[src/rtl/grp_intc_pkg.sv]
package grp_intc_pkg;
  localparam int NUM_SRC     = 16;
  localparam int LVL_W       = 4;
  localparam int CODE_W      = 12;
  localparam int ADDR_W      = 3;
  localparam int DATA_W      = 32;
  localparam int NARROW_W    = 16;
  localparam int NARROW_FLD  = 4;
  localparam int NUM_NARROW  = 2;
  localparam int WIDE_USED   = 3;
  localparam int WIDE_BASE   = NUM_NARROW * NARROW_FLD;
  localparam int NUM_FIELD   = WIDE_BASE + WIDE_USED;
  localparam int IDX_W       = $clog2(NUM_SRC);

  localparam logic [CODE_W-1:0] CODE_BASE = 12'h400;
  localparam logic [CODE_W-1:0] CODE_STEP = 12'h020;

  localparam logic [ADDR_W-1:0] A_PRI_A = 3'd0;
  localparam logic [ADDR_W-1:0] A_PRI_B = 3'd1;
  localparam logic [ADDR_W-1:0] A_PRI_W = 3'd2;
  localparam logic [ADDR_W-1:0] A_MSET  = 3'd3;
  localparam logic [ADDR_W-1:0] A_MCLR  = 3'd4;

  // Group map: timer family 0..2 -> field 0, serial family 3..6 -> field 1,
  // every later source owns one field.
  function automatic int field_of(input int s);
    if (s < 3) return 0;
    else if (s < 7) return 1;
    else return s - 5;
  endfunction

  function automatic logic [CODE_W-1:0] code_of(input logic [IDX_W-1:0] idx);
    return CODE_BASE + CODE_W'(idx) * CODE_STEP;
  endfunction
endpackage

[src/rtl/grp_intc_regs.sv]
module grp_intc_regs
  import grp_intc_pkg::*;
(
  input  logic                                clk,
  input  logic                                rst_n,
  input  logic                                wr_en,
  input  logic [ADDR_W-1:0]                   addr,
  input  logic [DATA_W-1:0]                   wdata,
  output logic [DATA_W-1:0]                   rdata,
  output logic [NUM_FIELD-1:0][LVL_W-1:0]     field_lvl,
  output logic [NUM_SRC-1:0]                  mask
);
  logic [NUM_FIELD-1:0][LVL_W-1:0] fld_q;
  logic [NUM_SRC-1:0]              mask_q;
  logic [NUM_SRC-1:0]              wbits;

  assign wbits = wdata[NUM_SRC-1:0];

  always_ff @(posedge clk or negedge rst_n) begin
    if (!rst_n) begin
      fld_q  <= '0;
      mask_q <= '1;
    end else if (wr_en) begin
      for (int r = 0; r < NUM_NARROW; r++) begin
        if (addr == ADDR_W'(r)) begin
          for (int k = 0; k < NARROW_FLD; k++)
            fld_q[r*NARROW_FLD+k] <= wdata[NARROW_W-1-LVL_W*k -: LVL_W];
        end
      end
      if (addr == A_PRI_W) begin
        for (int j = 0; j < WIDE_USED; j++)
          fld_q[WIDE_BASE+j] <= wdata[DATA_W-1-LVL_W*j -: LVL_W];
      end
      if (addr == A_MSET) mask_q <= mask_q | wbits;
      if (addr == A_MCLR) mask_q <= mask_q & ~wbits;
    end
  end

  always_comb begin
    rdata = '0;
    for (int r = 0; r < NUM_NARROW; r++) begin
      if (addr == ADDR_W'(r)) begin
        for (int k = 0; k < NARROW_FLD; k++)
          rdata[NARROW_W-1-LVL_W*k -: LVL_W] = fld_q[r*NARROW_FLD+k];
      end
    end
    if (addr == A_PRI_W) begin
      for (int j = 0; j < WIDE_USED; j++)
        rdata[DATA_W-1-LVL_W*j -: LVL_W] = fld_q[WIDE_BASE+j];
    end
    if (addr == A_MSET || addr == A_MCLR) rdata[NUM_SRC-1:0] = mask_q;
  end

  assign field_lvl = fld_q;
  assign mask      = mask_q;

  AST_MSET_MASKS: assert property (@(posedge clk) disable iff (!rst_n)
    (wr_en && addr == A_MSET) |=> ((mask_q & $past(wbits)) == $past(wbits)));
  AST_MSET_KEEPS: assert property (@(posedge clk) disable iff (!rst_n)
    (wr_en && addr == A_MSET) |=> ((mask_q & ~$past(wbits)) == ($past(mask_q) & ~$past(wbits))));
  AST_MCLR_UNMASKS: assert property (@(posedge clk) disable iff (!rst_n)
    (wr_en && addr == A_MCLR) |=> ((mask_q & $past(wbits)) == '0));
  AST_MCLR_KEEPS: assert property (@(posedge clk) disable iff (!rst_n)
    (wr_en && addr == A_MCLR) |=> ((mask_q | $past(wbits)) == ($past(mask_q) | $past(wbits))));
  AST_UNUSED_ADDR_QUIET: assert property (@(posedge clk) disable iff (!rst_n)
    (wr_en && addr > A_MCLR) |=> ($stable(mask_q) && $stable(fld_q)));
endmodule

[src/rtl/grp_intc_arb.sv]
module grp_intc_arb
  import grp_intc_pkg::*;
(
  input  logic [NUM_SRC-1:0]              src,
  input  logic [NUM_SRC-1:0]              mask,
  input  logic [NUM_FIELD-1:0][LVL_W-1:0] field_lvl,
  output logic [NUM_SRC-1:0]              eligible,
  output logic                            hit,
  output logic [LVL_W-1:0]                win_lvl,
  output logic [IDX_W-1:0]                win_idx
);
  logic [NUM_SRC-1:0][LVL_W-1:0] src_lvl;

  for (genvar s = 0; s < NUM_SRC; s++) begin : g_src
    assign src_lvl[s]  = field_lvl[field_of(s)];
    assign eligible[s] = src[s] && !mask[s] && (src_lvl[s] != '0);
  end

  // Strictly-greater replacement keeps the lowest index on a tie.
  always_comb begin
    hit     = 1'b0;
    win_lvl = '0;
    win_idx = '0;
    for (int s = 0; s < NUM_SRC; s++) begin
      if (eligible[s] && src_lvl[s] > win_lvl) begin
        hit     = 1'b1;
        win_lvl = src_lvl[s];
        win_idx = IDX_W'(s);
      end
    end
  end
endmodule

[src/rtl/grp_intc.sv]
module grp_intc
  import grp_intc_pkg::*;
(
  input  logic                clk,
  input  logic                rst_n,
  input  logic [NUM_SRC-1:0]  src_i,
  input  logic                wr_en,
  input  logic [ADDR_W-1:0]   addr,
  input  logic [DATA_W-1:0]   wdata,
  output logic [DATA_W-1:0]   rdata,
  output logic                irq_req,
  output logic [LVL_W-1:0]    irq_level,
  output logic [CODE_W-1:0]   irq_code
);
  logic [NUM_FIELD-1:0][LVL_W-1:0] field_lvl;
  logic [NUM_SRC-1:0]              mask;
  logic [NUM_SRC-1:0]              eligible;
  logic                            hit;
  logic [LVL_W-1:0]                win_lvl;
  logic [IDX_W-1:0]                win_idx;

  grp_intc_regs u_regs (
    .clk(clk), .rst_n(rst_n), .wr_en(wr_en), .addr(addr), .wdata(wdata),
    .rdata(rdata), .field_lvl(field_lvl), .mask(mask)
  );

  grp_intc_arb u_arb (
    .src(src_i), .mask(mask), .field_lvl(field_lvl), .eligible(eligible),
    .hit(hit), .win_lvl(win_lvl), .win_idx(win_idx)
  );

  always_ff @(posedge clk or negedge rst_n) begin
    if (!rst_n) begin
      irq_req   <= 1'b0;
      irq_level <= '0;
      irq_code  <= '0;
    end else begin
      irq_req   <= hit;
      irq_level <= hit ? win_lvl : '0;
      irq_code  <= hit ? code_of(win_idx) : '0;
    end
  end

  AST_REQ_HAS_LEVEL: assert property (@(posedge clk) disable iff (!rst_n)
    irq_req |-> (irq_level != '0));
  AST_IDLE_ZERO: assert property (@(posedge clk) disable iff (!rst_n)
    !irq_req |-> (irq_level == '0 && irq_code == '0));
  AST_CODE_ALIGNED: assert property (@(posedge clk) disable iff (!rst_n)
    irq_req |-> (irq_code[4:0] == 5'd0 && irq_code >= CODE_BASE));
  AST_WIN_ELIGIBLE: assert property (@(posedge clk) disable iff (!rst_n)
    hit |-> eligible[win_idx]);
  AST_HOLD_QUIET: assert property (@(posedge clk) disable iff (!rst_n)
    ($stable(src_i) && !$past(wr_en)) |=>
      ($stable(irq_req) && $stable(irq_level) && $stable(irq_code)));
endmodule

[config.mk]
export PLATFORM = sky130hd
export DESIGN_NAME = grp_intc
export DESIGN_NICKNAME = d
export VERILOG_FILES = /design/src/rtl/grp_intc_pkg.sv /design/src/rtl/grp_intc_regs.sv /design/src/rtl/grp_intc_arb.sv /design/src/rtl/grp_intc.sv
export SDC_FILE = /design/constraint.sdc
export NUM_CORES = 1
export LEC_CHECK = 0
export ABC_CLOCK_PERIOD_IN_PS = 25100
export CORE_AREA = 3 3 123 125
export CTS_BUF_LIST = sky130_fd_sc_hd__clkbuf_16
export DETAILED_ROUTE_END_ITERATION = 8
export DIE_AREA = 0 0 126 128
export PLACE_DENSITY = 0.68
export SYNTH_ARGS = -nofsm -noshare
export SYNTH_HDL_FRONTEND = slang
export SYNTH_SLANG_ARGS = --single-unit
[constraint.sdc]
create_clock -name clk -period 25.1 [get_ports clk]
set_input_delay 5.02 -clock clk [delete_from_list [all_inputs] [get_ports clk]]
set_output_delay 5.02 -clock clk [all_outputs]
set_load 0.01 [all_outputs]
==> results by group, run 1 <==
Synth
  – Number of synthesized flops with an enable pin: 0
  – Post-synth top area share: 0.209
  – Register bit total from synthesis: 69
  – Avg Inst Size Synth: 8.34 µm²
  – Cell taking the most area after synthesis: dfrtp_1
  – Netlist Area Pre-Place: 0.00633 mm²
  – Post-synthesis sequential area ratio: 0.276
  – Count leader, synth: nand2_1
  – Post-synth top flop: dfrtp_1
  – Synth top area cells: dfrtp_1, ha_1, dfstp_2, mux2_2, o21ai_0
  – FFs w/ async S/R, synth: 1.00
  – Mapped Cells: 759
  – Synth top cells by count: nand2_1, o21ai_0, a21oi_1, dfrtp_1
  – Library cells used by synthesis: 85
  – Yosys warnings: 0

Power and ir drop
  – Worst IR drop on VDD: 0.000110 V
  – Leakage: 4.01 nW
  – Pwr dens: 175 mW/mm²

Flow run
  – Max_cap viols: 0

Placement
  – Routability cong.: 0.902
  – Placed inst area: 0.00818 mm²
  – Post-Place Worst Slack: -1510 ps
  – Post-DP HPWL: 16.1 mm
  – Dpl cells: 1103
  – Port Buf Inserts: 87

Timing
  – Fin. Hold Viols: 0
  – PnR worst setup slack: 430 ps
  – Tmin final: 24670 ps
  – Final setup fails: 0
  – Setup_tns: 0 ps
  – Fmax achieved: 40.5 MHz
  – Worst rel slew slack: 0.187
  – Slew Limit Fails: 0
  – Clock Skew: 8.16 ps
  – Worst-Margin Slew: 1220 ps
  – Final Cycle Share: 0.983

Cells and area
  – Layout net count: 1063
  – Layout area overhead: 50.6%
  – Share of post-route cells with drive strength above 1: 0.366
  – # fillers: 1075
  – Post-route cell area: 0.00954 mm²
  – Final Non-Filler Cells: 1156
  – N_diodes: 0

Routing
  – Drt first pass iters: 6
  – Final wirelength: 23.3 mm
  – DR iter-0 viols: 656
  – DR DRC count: 0
  – Via density: 6.04
  – Final ANT Viol Nets: 0
  – Vias: 6982
  – Average wire per standard cell: 20.2 µm

Floorplanning
  – Top Ports: 103
  – Die footprint: 0.0161 mm²
  – Die height: 128 µm
  – Core area: 0.0140 mm²
  – Initial Util: 0.453
  – Die W: 126 µm
  – Row Count: 43

Global routing
  – GRT overflow: 0
  – Largest net degree at the start of global routing: 70
  – Global-route wire length before repair: 33.6 mm
  – Total GRT Usage: 0.257
  – Vias in the first global route: 6647
  – Antenna violations before repair: 0

Worst setup path
  – CP endpoint kind: flop
  – Critical Path Max Stage Delay: 420 ps
  – Required time of the critical path: 25300 ps
  – CP max stage cell: or3_4
  – CP Class: in2reg
  – CP arrival: 24870 ps
  – CP max FO: 7
  – CP startpoint kind: primary input
  – Most used cell, CP: ha_4

CTS
  – CTS tree: yes
  – CTS sink count: 69
  – Clk_lat worst skew: 340 ps
  – CTS H-tree depth: 3
  – CTS clk-pin slew, worst paths: 60 ps
  – Clk buf depth: 2
  – CTS Hold Bufs: 0
  – Total CTS buffers: 9
  – Root buf cell: clkbuf_16

Hold path
  – Hold/Removal Path Class: reg2reg

Outcome
  – Status: finished, final reports clean
-- layout make-up --
class	count	area [µm²]	area share
Inverter	50	195	0.0205
Clock buffer	9	225	0.0236
Sequential cell	69	1750	0.183
Clock inverter	7	61.3	0.00643
Timing Repair Buffer	242	2050	0.215
Multi-Input combinational cell	599	5030	0.527
Tap cell	180	225	0.0236
-- metal layers --
metal | global-route usage | wire length [µm] | up-vias | part of all wire
li1 | - | - | 3197 | -
met1 | 0.347 | 9960 | 3418 | 0.43
met2 | 0.426 | 11300 | 307 | 0.48
met3 | 0.0363 | 1480 | 60 | 0.064
met4 | 0.0833 | 580 | 0 | 0.025
met5 | 0 | 0 | - | 0
-- final timing paths --
kind	slack (ps)	end	start	cells past startpoint
max	430	irq_level[1]$_DFF_PN0_	src_i[1]	106
min	540	flop	flop	2
max reg2reg	4650	irq_level[1]$_DFF_PN0_	flop	105
min reg2reg	540	flop	flop	2
max in group asynchronous	19590	u_regs.field_lvl[5]$_DFFE_PN0P_	rst_n	2
min in group asynchronous	4890	irq_code[6]$_DFF_PN0_	rst_n	2
-- power by group --
group	internal, W	switching (W)	total (W)	leakage [nW]
registers	0.000147	0.0000487	0.000195	0.808
logic	0.000718	0.000634	0.00135	3.06
clock network	0.0000757	0.0000501	0.000126	0.143
-- metrics by stage --
stage	util	power, W	hold WS [ps]
after floorplan	-	0.000771	508
after global placement	0.585	0.00114	522
after detailed placement	0.585	0.00118	538
after CTS	0.623	0.00138	545
after global routing	0.682	0.00177	571
final	0.682	0.00167	544
-- kinds of logic after synthesis --
family | Yosys count | synth area share
simple gates | 250 | 0.199
compound gates | 227 | 0.253
buf+inv | 101 | 0.0704
flops | 69 | 0.276
mux | 63 | 0.112
fa+ha+maj | 41 | 0.0800
xor+xnor | 7 | 0.00968
other cells | 1 | 0.000592
-- worst max-delay path, delay by kind of cell --
family / cells / cell delay [ps]
buffers and inverters: 13 / 1320
AO/OA/AOI/OAI: 41 / 7260
multiplexers: 11 / 3310
adder cells (fa/ha/maj): 16 / 3930
AND/OR/NAND/NOR: 25 / 3930
-- layout by cell type (no fill, tap or decap), types with 6 or more instances in the layout --
master,instances
nor2_2,8
a21oi_2,7
dfstp_2,16
nor4_1,9
a31oi_1,18
nand2b_1,7
o21a_1,6
nor3b_1,6
buf_4,148
nor2_1,41
inv_1,43
nand2_1,71
ha_4,21
buf_6,7
nand3_1,11
a21oi_1,46
nor3_1,7
conb_1,11
mux2_4,13
o21ai_1,8
mux2_2,24
clkbuf_16,9
nand4_1,12
o21ai_0,51
ha_1,15
o31ai_1,6
dfrtp_1,53
inv_2,6
and3_1,6
a41o_1,7
nor2b_1,7
mux2i_1,19
and2_1,19
clkdlybuf4s50_1,84
-- repair_timing --
action / CTS / global route
gates cloned: 0 / 0
setup buffers: 15 / 23
resized for setup: 27 / 127
pin swaps: 27 / 75
endpoints found under the setup margin: 9 / 9
hold endpoints to repair: 0 / 0
Note: power is estimated with default switching activity, not from simulation.
==> inputs of run 2 (changes only) <==
Settings changed: CORE_AREA 3 3 123 125 to 3 3 164 166, DIE_AREA 0 0 126 128 to 0 0 167 169, GPL_TIMING_DRIVEN from default to 0, PLACE_DENSITY 0.68 to 0.44, SYNTH_HIERARCHICAL from default to 1.
==> run 2 against run 1 <==
  * Sequential share of layout area fell by 0.61 points
  * Setup slack improved by 460 ps
  * Routed wire length rose by 9.4%
  * Largest power group unchanged
  * Highest routed layer unchanged
  * Register-to-register slack improved by 380 ps
  * Total power rose by 5.3%
  * Largest cell class unchanged
==> results by group, run 2 <==
Floorplanning
  – Die height: 169 µm (+32%)
  – Row Count: 59 (+37%)
  – Top Ports: 103 (unchanged)
  – Die W: 167 µm (+33%)
  – Core area: 0.0258 mm² (+84%)
  – Die footprint: 0.0282 mm² (+75%)
  – Initial Util: 0.257 (-0.195)

Timing
  – Fin Hold WS: 536 ps (-7.71 ps)
  – Worst rel slew slack: 0.433 (+0.246)
  – Final Cycle Share: 0.965 (-0.0181)
  – PnR worst setup slack: 885 ps (+455 ps)
  – Final setup fails: 0 (unchanged)
  – Clock Skew: 10.5 ps (+2.37 ps)
  – Worst-Margin Slew: 843 ps (-374 ps)
  – Fmax achieved: 41.3 MHz (+1.9%)
  – Fin. Hold Viols: 0 (unchanged)
  – Tmin final: 24210 ps (-455 ps)
  – Slew Limit Fails: 0 (unchanged)

Routing
  – DR DRC count: 0 (unchanged)
  – Final ANT Viol Nets: 0 (unchanged)
  – DR iter-0 viols: 367 (-44%)
  – Vias: 6499 (-6.9%)
  – Drt first pass iters: 5 (-1)
  – Average wire per standard cell: 20.5 µm (+1.7%)
  – Via density: 5.23 (-13%)
  – Final wirelength: 25.5 mm (+9.4%)

Cells and area
  – Layout area overhead: 48.8%
  – Most frequent cells in the layout: buf_4, clkdlybuf4s50_1, dfrtp_1
  – # fillers: 2570 (+140%)
  – N_diodes: 0 (unchanged)
  – Layout net count: 1001 (-5.8%)
  – Most common cell after layout, fill and taps aside: buf_4
  – Register area: 0.00175 mm² (unchanged)
  – Share of post-route cells with drive strength above 1: 0.380 (+0.0142)
  – Area of the multi-input gates: 0.00537 mm² (+6.8%)

Power and ir drop
  – Worst IR drop on VDD: 0.000103 V (-5.8%)
  – Pwr dens: 179 mW/mm² (+1.8%)
  – Leakage: 3.98 nW (-0.75%)

Placement
  – Port Buf Inserts: 85 (-2.3%)
  – Post-DP HPWL: 18.3 mm (+14%)
  – Post-Place Worst Slack: -3900 ps (-2400 ps)
  – Routability cong.: 0.864 (-4.2%)

Synth
  – Yosys warnings: 6 (+6)
  – Mapped Cells: 714 (-5.9%)
  – Avg Inst Size Synth: 9.28 µm² (+11%)
  – Netlist Area Pre-Place: 0.00663 mm² (+4.7%)

Hold path
  – Hold/Removal Path Class: reg2reg
  – Hold path startpoint: u_regs/field_lvl[22]$_DFFE_PN0P_

Worst setup path
  – CP max stage cell: or4_4
  – Most used cell, CP: ha_4
  – Critical Path Max Stage Delay: 490 ps (+70 ps)
  – CP startpoint kind: primary input
  – CP arrival: 24440 ps (-430 ps)
  – CP max FO: 6 (-1)
  – Required time of the critical path: 25330 ps (+30 ps)
  – CP endpoint kind: flop
  – CP Class: in2reg
  – Worst setup path start: src_i[1]

CTS
  – CTS tree: yes
  – Clk_lat worst skew: 340 ps (about the same)
  – Root buf cell: clkbuf_16
  – Clk buf depth: 2 (unchanged)
  – Total CTS buffers: 9 (unchanged)
  – CTS sink count: 69 (unchanged)
  – CTS Hold Bufs: 0 (unchanged)
  – CTS H-tree depth: 3 (unchanged)
  – CTS clk-pin slew, worst paths: 60 ps (about the same)

Global routing
  – Vias in the first global route: 6286 (-5.4%)
  – Largest net degree at the start of global routing: 66 (-5.7%)
  – Antenna violations before repair: 0 (unchanged)
  – GRT overflow: 0 (unchanged)
  – Global-route wire length before repair: 37.9 mm (+13%)
  – Total GRT Usage: 0.172 (-0.0845)

Flow run
  – Max_cap viols: 0 (unchanged)

Outcome
  – Status: finished, final reports clean
run 2: cell type report:
cell class                      instances  share of cell area
Sequential cell                        69               0.177
Tap cell                              335              0.0425
Clock inverter                          7             0.00939
Clock buffer                            9              0.0228
Inverter                               48              0.0183
Multi-Input combinational cell        557               0.545
Timing Repair Buffer                  168               0.155
Buffer                                 50              0.0303
run 2: report_power, final:
part | switching [W] | internal (W)
combinational | 0.000678 | 0.000767
sequential | 0.0000401 | 0.000140
clock | 0.0000513 | 0.0000866
total | 0.000770 | 0.000993
run 2: stage by stage:
stage                     std cells  power (W)  cell area [µm²]  utilization  TNS, ps
after floorplan                 723   0.000792             6660            -        0
after global placement         1143    0.00101             7930        0.308   -34200
after detailed placement       1144    0.00102             7960        0.309   -34790
after CTS                      1212    0.00140             8970        0.348        0
after global routing           1243    0.00189             9860        0.383    -24.1
final                          1243    0.00176             9860        0.383        0
run 2: final timing paths:
check | slack, ps | end | depth (start not counted)
setup / recovery | 890 | irq_code[7]$_DFF_PN0_ | 109
hold / removal | 540 | u_regs/field_lvl[22]$_DFFE_PN0P_ | 1
setup reg to reg | 5030 | irq_code[7]$_DFF_PN0_ | 108
hold reg to reg | 540 | u_regs/field_lvl[22]$_DFFE_PN0P_ | 1
max in group asynchronous | 20030 | asynchronous set/reset pin | 2
min in group asynchronous | 4490 | irq_code[6]$_DFF_PN0_ | 1
run 2: metal layers:
layer,vias to the layer above,part of all wire,global-route usage
met5,-,0,0
met4,0,0.021,0.0531
met3,22,0.032,0.0182
met2,154,0.47,0.276
met1,3233,0.48,0.245
li1,3090,-,-
run 2: critical path, delay by kind of cell:
family	cells	cell delay [ps]
compound gates	41	7230
fa+ha+maj	16	4440
simple gates	32	4350
mux	8	2010
buf+inv	12	1340
run 2: repair_timing:
action | in CTS | in global routing
gates resized for setup | 67 | 130
gates cloned | 1 | 0
setup buffers | 51 | 33
setup endpoints to repair | 9 | 9
pin swaps | 30 | 83
